File: src/rtl/postdiv_pkg.sv
package postdiv_pkg;
  localparam int unsigned SEL_W   = 5;
  localparam int unsigned DLY_W   = 2;
  localparam int unsigned RST_DIV = 16;

  typedef struct packed {
    logic             en;
    logic             inv;
    logic [DLY_W-1:0] dly;
  } ph_ctrl_t;
endpackage

File: src/rtl/pdiv_counter.sv
module pdiv_counter #(
  parameter int unsigned SEL_W   = 5,
  parameter int unsigned RST_DIV = 16
) (
  input  logic               clk,
  input  logic               rst,
  input  logic [SEL_W-1:0]   div_sel,
  output logic [SEL_W-1:0]   cnt_q,
  output logic [SEL_W:0]     n_q,
  output logic [SEL_W:0]     n_nxt,
  output logic               div_nxt,
  output logic               div_q
);
  localparam int unsigned N_W = SEL_W + 1;

  logic [N_W-1:0]   n_sel;
  logic             wrap;
  logic [SEL_W-1:0] cnt_nxt;
  logic [N_W:0]     hi_len;

  always_comb begin
    n_sel   = (div_sel == '0) ? N_W'(1 << SEL_W) : {1'b0, div_sel};
    wrap    = ({1'b0, cnt_q} == (n_q - N_W'(1)));
    n_nxt   = wrap ? n_sel : n_q;
    cnt_nxt = wrap ? '0 : (cnt_q + SEL_W'(1));
    hi_len  = ({1'b0, n_nxt} + (N_W+1)'(1)) >> 1;
    div_nxt = ({2'b00, cnt_nxt} < hi_len);
  end

  always_ff @(posedge clk) begin
    if (rst) begin
      cnt_q <= '0;
      n_q   <= N_W'(RST_DIV);
      div_q <= 1'b1;
    end else begin
      cnt_q <= cnt_nxt;
      n_q   <= n_nxt;
      div_q <= div_nxt;
    end
  end
endmodule

File: src/rtl/pdiv_phase.sv
module pdiv_phase
  import postdiv_pkg::*;
#(
  parameter int unsigned DLY_W = 2
) (
  input  logic     clk,
  input  logic     rst,
  input  logic     div_nxt,
  input  logic     div_q,
  input  logic     unity,
  input  ph_ctrl_t ctrl,
  output logic     ph_q
);
  localparam int unsigned DEPTH  = 1 << DLY_W;
  localparam int unsigned LINE_N = DEPTH - 2;

  logic [LINE_N-1:0] line_q;
  logic [DEPTH-1:0]  taps;
  logic [DLY_W-1:0]  shift;
  logic              pick;
  logic              ph_d;

  for (genvar i = 0; i < LINE_N; i++) begin : g_line
    if (i == 0) begin : g_head
      always_ff @(posedge clk) begin
        if (rst) line_q[i] <= 1'b1;
        else     line_q[i] <= div_q;
      end
    end else begin : g_body
      always_ff @(posedge clk) begin
        if (rst) line_q[i] <= 1'b1;
        else     line_q[i] <= line_q[i-1];
      end
    end
  end

  always_comb begin
    taps  = {line_q, div_q, div_nxt};
    shift = unity ? '0 : ctrl.dly;
    pick  = taps[shift];
    ph_d  = ctrl.en & (pick ^ (ctrl.inv & ~unity));
  end

  always_ff @(posedge clk) begin
    if (rst) ph_q <= 1'b1;
    else     ph_q <= ph_d;
  end
endmodule

File: src/rtl/postdiv_phase.sv
module postdiv_phase
  import postdiv_pkg::*;
(
  input  logic             clk,
  input  logic             rst,
  input  logic [SEL_W-1:0] div_sel,
  input  logic             ph_en,
  input  logic             ph_inv,
  input  logic [DLY_W-1:0] ph_dly,
  output logic             div_out,
  output logic             ph_out,
  output logic             running
);
  logic [SEL_W-1:0] cnt_q;
  logic [SEL_W:0]   n_q;
  logic [SEL_W:0]   n_nxt;
  logic             div_nxt;
  logic             div_q;
  logic             unity;
  ph_ctrl_t         ctrl;
  logic             run_q;

  pdiv_counter #(.SEL_W(SEL_W), .RST_DIV(RST_DIV)) u_cnt (
    .clk(clk), .rst(rst), .div_sel(div_sel),
    .cnt_q(cnt_q), .n_q(n_q), .n_nxt(n_nxt),
    .div_nxt(div_nxt), .div_q(div_q)
  );

  assign unity = (n_nxt == (SEL_W+1)'(1));
  assign ctrl  = '{en: ph_en, inv: ph_inv, dly: ph_dly};

  pdiv_phase #(.DLY_W(DLY_W)) u_ph (
    .clk(clk), .rst(rst), .div_nxt(div_nxt), .div_q(div_q),
    .unity(unity), .ctrl(ctrl), .ph_q(ph_out)
  );

  always_ff @(posedge clk) begin
    if (rst) run_q <= 1'b0;
    else     run_q <= 1'b1;
  end

  assign div_out = div_q;
  assign running = run_q;
endmodule

File: config.mk
export PLATFORM = sky130hd
export DESIGN_NAME = postdiv_phase
export DESIGN_NICKNAME = d
export VERILOG_FILES = /design/src/rtl/postdiv_pkg.sv /design/src/rtl/pdiv_counter.sv /design/src/rtl/pdiv_phase.sv /design/src/rtl/postdiv_phase.sv
export SDC_FILE = /design/constraint.sdc
export NUM_CORES = 1
export LEC_CHECK = 0
export BUFFER_PORTS_ARGS = -buffer_cell sky130_fd_sc_hd__clkbuf_2
export CORE_MARGIN = 2
export CORE_UTILIZATION = 45
export CTS_CLUSTER_DIAMETER = 100
export CTS_CLUSTER_SIZE = 14
export DETAILED_ROUTE_END_ITERATION = 7
export GPL_ROUTABILITY_DRIVEN = 0
export PLACE_DENSITY_LB_ADDON = 0.12
export RECOVER_POWER = 50
export SYNTH_ARGS = -nofsm -noshare
export SYNTH_HDL_FRONTEND = slang
export SYNTH_HIERARCHICAL = 1
export SYNTH_SLANG_ARGS = --single-unit
File: constraint.sdc
create_clock -name clk -period 8.78 [get_ports clk]
set_clock_uncertainty 0.15 [all_clocks]
set_input_delay 0.439 -clock clk [delete_from_list [all_inputs] [get_ports clk]]
set_output_delay 0.439 -clock clk [all_outputs]
set_load 0.01 [all_outputs]
==> run_summary.xml, run 1 <==
<?xml version="1.0" encoding="UTF-8"?>
<metrics>
  <group name="run_status">
    <metric name="outcome" unit="">finished clean</metric>
  </group>
  <group name="global_route">
    <metric name="grt_first_pass_wirelength" unit="mm">3.77</metric>
    <metric name="grt-ovfl-total" unit="">0</metric>
    <metric name="globalRouteTotalUtil" unit="">0.188</metric>
    <metric name="maximum_number_of_pins_on_one_net_before_global_route_repair" unit="">18</metric>
    <metric name="first_global_vias" unit="">834</metric>
    <metric name="grt_antenna_before_repair" unit="">0</metric>
  </group>
  <group name="pwr">
    <metric name="seq_power_share" unit="">0.525</metric>
    <metric name="clockPowerShare" unit="">0.357</metric>
    <metric name="power.combinational.fraction" unit="">0.118</metric>
    <metric name="power.share.switching" unit="">0.255</metric>
    <metric name="int_power" unit="W">0.000108</metric>
    <metric name="power.ir.vdd_worst" unit="mV">0.0809</metric>
    <metric name="switching_power" unit="W">0.0000369</metric>
    <metric name="power.leakage" unit="nW">0.517</metric>
    <metric name="design_power_total" unit="W">0.000145</metric>
    <metric name="power.density_cell_area" unit="nW/µm²">119</metric>
  </group>
  <group name="critical_path">
    <metric name="worstPathMaxFanout" unit="">13</metric>
    <metric name="worst_setup_path_start_kind" unit="">register</metric>
    <metric name="critical_path.endpoint_type" unit="">register</metric>
    <metric name="cpLargestDelayFamily" unit="">simple AND/OR/NAND/NOR gates</metric>
    <metric name="cpPeakStageDelay" unit="ps">770</metric>
    <metric name="timing.critical_path.cells" unit="">inv_1 -&gt; ha_1 -&gt; xor2_1 -&gt; nand2_1 -&gt; or4_1 -&gt; nor2_1 -&gt; mux2_2 -&gt; ha_1 -&gt; nand3_1 -&gt; mux2i_2 -&gt; xor2_1 -&gt; ha_1 -&gt; o21ai_0 -&gt; nand2b_1 -&gt; a21oi_1 -&gt; a211o_1 -&gt; mux4_2 -&gt; a31oi_1 -&gt; a2bb2oi_1</metric>
    <metric name="cell_mode_on_critical_path" unit="">sky130_fd_sc_hd__ha_1</metric>
    <metric name="worst-setup-path-type" unit="">reg -&gt; reg</metric>
    <metric name="critPathRequiredTime" unit="ps">8870</metric>
    <metric name="ff2ff_path_depth" unit="">19</metric>
    <metric name="cp.arrival" unit="ps">5360</metric>
    <metric name="path_depth" unit="">19</metric>
    <metric name="critical-path-slowest-cell" unit="">sky130_fd_sc_hd__nor2_1</metric>
    <metric name="critical_path.n_buffers_inverters" unit="">1</metric>
  </group>
  <group name="finish">
    <metric name="final_common_cell" unit="">sky130_fd_sc_hd__dfxtp_1</metric>
    <metric name="reg_area" unit="µm²">320</metric>
    <metric name="post_layout_instance_area" unit="µm²">1220</metric>
    <metric name="fillers" unit="">242</metric>
    <metric name="mostFrequentLayoutCells" unit="">sky130_fd_sc_hd__dfxtp_1 (16), sky130_fd_sc_hd__inv_1 (10), sky130_fd_sc_hd__clkbuf_2 (9), sky130_fd_sc_hd__nor2_1 (9)</metric>
    <metric name="synthesis_to_layout_area_growth" unit="%">8.92</metric>
    <metric name="num-nets-final" unit="">161</metric>
    <metric name="area_of_combinational_cells_with_multiple_inputs" unit="µm²">731</metric>
    <metric name="finish.utilization" unit="">0.507</metric>
    <metric name="proportion_of_layout_cells_with_a_drive_suffix_above_1" unit="">0.204</metric>
    <metric name="n_antenna_cell" unit="">0</metric>
  </group>
  <group name="sta">
    <metric name="worst-slew-pin-transition" unit="ps">985</metric>
    <metric name="totalNegativeSetupSlack" unit="ps">0</metric>
    <metric name="timing.fmax" unit="MHz">190</metric>
    <metric name="rsz0062_at_grt" unit="">no</metric>
    <metric name="layout_min_cycle_time" unit="ps">5270</metric>
    <metric name="period_share" unit="">0.600</metric>
    <metric name="worst_hold_slack" unit="ps">291</metric>
    <metric name="slew-limit-headroom" unit="">0.341</metric>
    <metric name="setup-violations-final" unit="">0</metric>
    <metric name="report.final.slew_viol_count" unit="">0</metric>
    <metric name="hold_viol_final" unit="">0</metric>
  </group>
  <group name="clock_tree">
    <metric name="cts_buffers" unit="">3</metric>
    <metric name="cts-root-to-sink-buffers" unit="">2</metric>
    <metric name="cts.root.buffer_cell" unit="">sky130_fd_sc_hd__clkbuf_4</metric>
    <metric name="worst_setup_hold_path_clk_slew" unit="ps">110</metric>
    <metric name="htree_num_levels" unit="">1</metric>
    <metric name="cts_tree" unit="">yes</metric>
    <metric name="cts_setup_buffers" unit="">0</metric>
    <metric name="cts_resized" unit="">0</metric>
    <metric name="clock_latency" unit="ps">300</metric>
    <metric name="cts_num_sinks" unit="">16</metric>
    <metric name="cts_hold_buffers" unit="">0</metric>
  </group>
  <group name="job">
    <metric name="maxCapViolCount" unit="">0</metric>
  </group>
  <group name="floorplanning">
    <metric name="die_h" unit="µm">53.9</metric>
    <metric name="floorplan.rows" unit="">18</metric>
    <metric name="core_area" unit="µm²">2410</metric>
    <metric name="num_io_pins" unit="">14</metric>
    <metric name="die-area" unit="µm²">2910</metric>
    <metric name="die_width" unit="µm">53.9</metric>
    <metric name="floorplan.initialDensity" unit="">0.466</metric>
  </group>
  <group name="detailed_routing">
    <metric name="postRouteAntennaNets" unit="">0</metric>
    <metric name="drtIter0Drc" unit="">25</metric>
    <metric name="drc_violations" unit="">0</metric>
    <metric name="firstDrtPassIters" unit="">4</metric>
    <metric name="drt-vias-per-instance" unit="">5.28</metric>
    <metric name="wire_per_inst" unit="µm">13.4</metric>
    <metric name="dr_total_vias" unit="">909</metric>
    <metric name="route.final.wire_length" unit="mm">2.30</metric>
  </group>
  <group name="yosys">
    <metric name="synth-edff-count" unit="">0</metric>
    <metric name="yosysWarnings" unit="">6</metric>
    <metric name="async_sr_flop_fraction" unit="">0</metric>
    <metric name="postSynthRegisterBits" unit="">16</metric>
    <metric name="mean_instance_size_in_the_synthesized_netlist" unit="µm²">8.77</metric>
    <metric name="netlist_instances" unit="">128</metric>
    <metric name="ys_types" unit="">38</metric>
    <metric name="synthesized_cell_area" unit="µm²">1120</metric>
    <metric name="dominantRegCellSynth" unit="">sky130_fd_sc_hd__dfxtp_1</metric>
    <metric name="synth_seq_area_share" unit="">0.285</metric>
    <metric name="synthesis.nets" unit="">146</metric>
  </group>
  <group name="hold_path">
    <metric name="hold_depth" unit="">4</metric>
    <metric name="worstHoldPathType" unit="">in -&gt; reg</metric>
  </group>
  <group name="placement">
    <metric name="post_dp_cell_area" unit="µm²">1200</metric>
    <metric name="port_buffers" unit="">13</metric>
    <metric name="detailedPlacementHpwl" unit="mm">1.70</metric>
  </group>
</metrics>
==> worst min-delay path, delay by kind of cell <==
| family | cells | cell delay [ps] |
|---|---|---|
| AOI/OAI and AO/OA | 2 | 150 |
| buffers and inverters | 2 | 120 |
==> Yosys cell counts, types with 3 or more instances <==
master                     number  area (µm²)
sky130_fd_sc_hd__nand2b_1       4        25.0
sky130_fd_sc_hd__mux2i_1        3        30.0
sky130_fd_sc_hd__nand3_1        8        40.0
sky130_fd_sc_hd__nor2_1         9        33.8
sky130_fd_sc_hd__ha_1           7        87.6
sky130_fd_sc_hd__nor2b_1        5        31.3
sky130_fd_sc_hd__nor3_1         5        25.0
sky130_fd_sc_hd__a21oi_1        6        30.0
sky130_fd_sc_hd__inv_1         10        37.5
sky130_fd_sc_hd__or2_2          5        31.3
sky130_fd_sc_hd__xnor2_1        5        43.8
sky130_fd_sc_hd__mux2_2         3        33.8
sky130_fd_sc_hd__dfxtp_1       16         320
sky130_fd_sc_hd__nand2_1        4        15.0
sky130_fd_sc_hd__xor2_1         8        70.1
==> area by class of cell <==
class | count | area share
clock buffers | 4 | 0.0297
repair buffers | 13 | 0.0491
multi-input cells | 99 | 0.598
well taps | 30 | 0.0307
flip-flops and latches | 16 | 0.262
inverters | 10 | 0.0307
==> worst paths after layout <==
kind | endpoint | slack (ps) | startpoint
worst max-delay path | u_ph/ph_q | 3510 | u_cnt/n_q[0]
worst min-delay path | u_ph/ph_q | 290 | ph_en
worst max register to register | u_ph/ph_q | 3510 | u_cnt/n_q[0]
worst min register to register | u_ph/line_q[1] | 360 | u_ph/line_q[0]
==> sequential cells by signal (all words and copies together), names as in the netlist <==
name         count
u_cnt/cnt_q      5
u_cnt/div_q      1
u_ph/ph_q        1
running          1
u_cnt/n_q        6
u_ph/line_q      2
==> metal layers <==
| metal | part of all wire | track usage |
|---|---|---|
| met4 | 0.015 | 0.0897 |
| met5 | 0 | 0 |
| met3 | 0.022 | 0.0333 |
| met2 | 0.48 | 0.307 |
| met1 | 0.48 | 0.238 |
==> stage by stage <==
stage          setup WS, ps  cells
3_5_place_dp           3570    168
2_1_floorplan          4450    128
5_1_grt                3120    172
3_3_place_gp           3600    168
6_report               3510    172
4_1_cts                3530    172
==> logic make-up after synthesis <==
logic type	Yosys count	share of synthesized area
simple gates	53	0.275
compound gates	17	0.101
flops	16	0.285
xor+xnor	13	0.101
buf+inv	13	0.0569
mux	9	0.101
fa+ha+maj	7	0.0780
==> power groups by stage <==
stage                      Clock, W  Sequential [W]  Combinational [W]
after floorplan                   0       0.0000777          0.0000109
after global placement            0       0.0000778          0.0000171
after detailed placement          0       0.0000778          0.0000174
after CTS                 0.0000530       0.0000762          0.0000175
after global routing      0.0000559       0.0000764          0.0000197
final                     0.0000518       0.0000761          0.0000171
No activity file was read; power rests on OpenSTA's default activity.
==> inputs of run 2 (changes only) <==
==> constraint.sdc (replaced) <==
create_clock -name clk -period 4.9 [get_ports clk]
set_clock_uncertainty 0.15 [all_clocks]
set_input_delay 0.245 -clock clk [delete_from_list [all_inputs] [get_ports clk]]
set_output_delay 0.245 -clock clk [all_outputs]
set_load 0.01 [all_outputs]
==> run_summary.xml, run 2 (synthesis results as in run 1) <==
<?xml version="1.0" encoding="UTF-8"?>
<metrics>
  <group name="run_status">
    <metric name="outcome" unit="">finished clean</metric>
  </group>
  <group name="floorplanning">
    <metric name="die_width" unit="µm">53.9</metric>
    <metric name="floorplan.rows" unit="">18</metric>
    <metric name="core_area" unit="µm²">2410</metric>
    <metric name="num_io_pins" unit="">14</metric>
    <metric name="die-area" unit="µm²">2910</metric>
    <metric name="floorplan.initialDensity" unit="">0.466</metric>
    <metric name="die_h" unit="µm">53.9</metric>
  </group>
  <group name="finish">
    <metric name="n_antenna_cell" unit="">0</metric>
    <metric name="fillers" unit="">242</metric>
    <metric name="num-nets-final" unit="">163</metric>
    <metric name="leading_registers_by_flop_count" unit="">u_cnt/n_q x6, u_cnt/cnt_q x5, u_ph/line_q x2</metric>
    <metric name="mostFrequentLayoutCells" unit="">sky130_fd_sc_hd__dfxtp_1 (16), sky130_fd_sc_hd__inv_1 (10), sky130_fd_sc_hd__clkbuf_2 (9)</metric>
    <metric name="final_common_cell" unit="">sky130_fd_sc_hd__dfxtp_1</metric>
    <metric name="synthesis_to_layout_area_growth" unit="%">10.8</metric>
    <metric name="largest_register_ffs" unit="">6</metric>
    <metric name="fin_cells" unit="">174</metric>
    <metric name="proportion_of_layout_cells_with_a_drive_suffix_above_1" unit="">0.229</metric>
    <metric name="registers.top_by_ff_count" unit="">u_cnt/n_q</metric>
  </group>
  <group name="sta">
    <metric name="setup-violations-final" unit="">0</metric>
    <metric name="period_share" unit="">0.907</metric>
    <metric name="report.final.slew_viol_count" unit="">0</metric>
    <metric name="layout_min_cycle_time" unit="ps">4440</metric>
    <metric name="setup_ws_final" unit="ps">456</metric>
    <metric name="slew-limit-headroom" unit="">0.541</metric>
    <metric name="totalNegativeSetupSlack" unit="ps">0</metric>
    <metric name="worst-slew-pin-transition" unit="ps">689</metric>
    <metric name="hold_viol_final" unit="">0</metric>
    <metric name="timing.fmax" unit="MHz">225</metric>
    <metric name="rsz0062_at_grt" unit="">no</metric>
  </group>
  <group name="pwr">
    <metric name="design_power_total" unit="W">0.000257</metric>
    <metric name="power.density_cell_area" unit="nW/µm²">206</metric>
    <metric name="power.leakage" unit="nW">0.520</metric>
    <metric name="power.ir.vdd_worst" unit="mV">0.171</metric>
  </group>
  <group name="critical_path">
    <metric name="worst-setup-path-type" unit="">reg -&gt; reg</metric>
    <metric name="worst_setup_path_start_kind" unit="">register</metric>
    <metric name="critical-path-slowest-cell" unit="">sky130_fd_sc_hd__or4_4</metric>
    <metric name="timing.critical_path.cells" unit="">inv_1 -&gt; ha_1 -&gt; xor2_1 -&gt; nand2_1 -&gt; or4_4 -&gt; nor2_2 -&gt; mux2_2 -&gt; ha_1 -&gt; nand3_1 -&gt; mux2i_2 -&gt; xor2_1 -&gt; ha_1 -&gt; o21ai_0 -&gt; nand2b_1 -&gt; a21oi_1 -&gt; a211o_1 -&gt; mux4_2 -&gt; a31oi_1 -&gt; a2bb2oi_1</metric>
    <metric name="worstPathMaxFanout" unit="">5</metric>
    <metric name="cp.arrival" unit="ps">4520</metric>
    <metric name="cell_mode_on_critical_path" unit="">sky130_fd_sc_hd__ha_1</metric>
    <metric name="critPathRequiredTime" unit="ps">4970</metric>
    <metric name="critical_path.endpoint_type" unit="">register</metric>
    <metric name="cpPeakStageDelay" unit="ps">520</metric>
  </group>
  <group name="detailed_routing">
    <metric name="wire_per_inst" unit="µm">13.4</metric>
    <metric name="firstDrtPassIters" unit="">4</metric>
    <metric name="postRouteAntennaNets" unit="">0</metric>
    <metric name="route.final.wire_length" unit="mm">2.32</metric>
    <metric name="drt-vias-per-instance" unit="">5.52</metric>
    <metric name="drc_violations" unit="">0</metric>
    <metric name="dr_total_vias" unit="">960</metric>
    <metric name="drtIter0Drc" unit="">17</metric>
  </group>
  <group name="global_route">
    <metric name="grt-ovfl-total" unit="">0</metric>
    <metric name="grt_first_pass_wirelength" unit="mm">3.91</metric>
    <metric name="first_global_vias" unit="">880</metric>
    <metric name="globalRouteTotalUtil" unit="">0.190</metric>
    <metric name="maximum_number_of_pins_on_one_net_before_global_route_repair" unit="">18</metric>
    <metric name="grt_antenna_before_repair" unit="">0</metric>
  </group>
  <group name="clock_tree">
    <metric name="cts_hold_buffers" unit="">0</metric>
    <metric name="htree_num_levels" unit="">1</metric>
    <metric name="clock_latency" unit="ps">290</metric>
    <metric name="cts_tree" unit="">yes</metric>
    <metric name="cts_buffers" unit="">3</metric>
    <metric name="cts_num_sinks" unit="">16</metric>
    <metric name="cts-root-to-sink-buffers" unit="">2</metric>
    <metric name="cts.root.buffer_cell" unit="">sky130_fd_sc_hd__clkbuf_4</metric>
    <metric name="worst_setup_hold_path_clk_slew" unit="ps">100</metric>
  </group>
  <group name="job">
    <metric name="maxCapViolCount" unit="">0</metric>
  </group>
  <group name="placement">
    <metric name="port_buffers" unit="">13</metric>
    <metric name="detailedPlacementHpwl" unit="mm">1.80</metric>
    <metric name="pre_cts_ws" unit="ps">423</metric>
    <metric name="place.detailed.instances" unit="">170</metric>
  </group>
  <group name="hold_path">
    <metric name="worstHoldPathType" unit="">in -&gt; reg</metric>
  </group>
</metrics>
[run 2: changes by cell type in the layout (fill, tap and decap cells not counted), sizes merged]
| cell | delta |
|---|---|
| buf | +1 |
| clkbuf | +1 |
[run 2: area by class of cell]
class | instances | area (µm²) | share of cell area
Tap cell | 30 | 37.5 | 0.0302
Multi-Input combinational cell | 99 | 741 | 0.596
Clock buffer | 4 | 36.3 | 0.0292
Timing Repair Buffer | 15 | 71.3 | 0.0573
Inverter | 10 | 37.5 | 0.0302
Sequential cell | 16 | 320 | 0.258
[run 2: metal layers]
layer	vias to the layer above	share of wire	track usage
met5	-	0	0
met4	0	0.0065	0.0385
met3	2	0.038	0.0500
met2	15	0.50	0.321
met1	461	0.45	0.243
li1	482	-	-
[run 2: path summary, 6_finish.rpt]
kind / from / endpoint / slack (ps) / cells past startpoint
hold / removal: div_sel[4] / u_cnt/n_q[4] / 110 / 3
hold reg to reg: u_ph/line_q[0] / u_ph/line_q[1] / 340 / 1
setup reg to reg: u_cnt/n_q[1] / u_ph/ph_q / 460 / 19
setup / recovery: u_cnt/n_q[1] / u_ph/ph_q / 460 / 19
[run 2: repair_timing]
| action | 4_1_cts | 5_1_grt |
|---|---|---|
| gates resized for setup | 0 | 1 |
| buffers inserted | 0 | 0 |
| endpoints found under the setup margin | 0 | 1 |
[run 2: stage by stage]
stage	hold WS, ps	utilization	area [µm²]
after global placement	314	0.504	1210
final	107	0.516	1240
after detailed placement	321	0.504	1210
after global routing	107	0.516	1240
after floorplan	152	-	1120
after CTS	95.0	0.519	1250
[run 2: worst max-delay path, delay by kind of cell (launching register included)]
| family | cells | cell delay [ps] |
|---|---|---|
| buf+inv | 1 | 60 |
| xor+xnor | 2 | 320 |
| mux | 3 | 940 |
| flops | 1 | 410 |
| fa+ha+maj | 3 | 820 |
| simple gates | 5 | 910 |
| compound gates | 5 | 760 |
[run 2: power breakdown]
group	switching, W	leakage, nW	internal [W]	total (W)
Combinational	0.0000162	0.368	0.0000151	0.0000313
Clock	0.0000436	0.0210	0.0000453	0.0000889
Sequential	0.00000309	0.130	0.000133	0.000136
Total	0.0000629	0.520	0.000194	0.000257
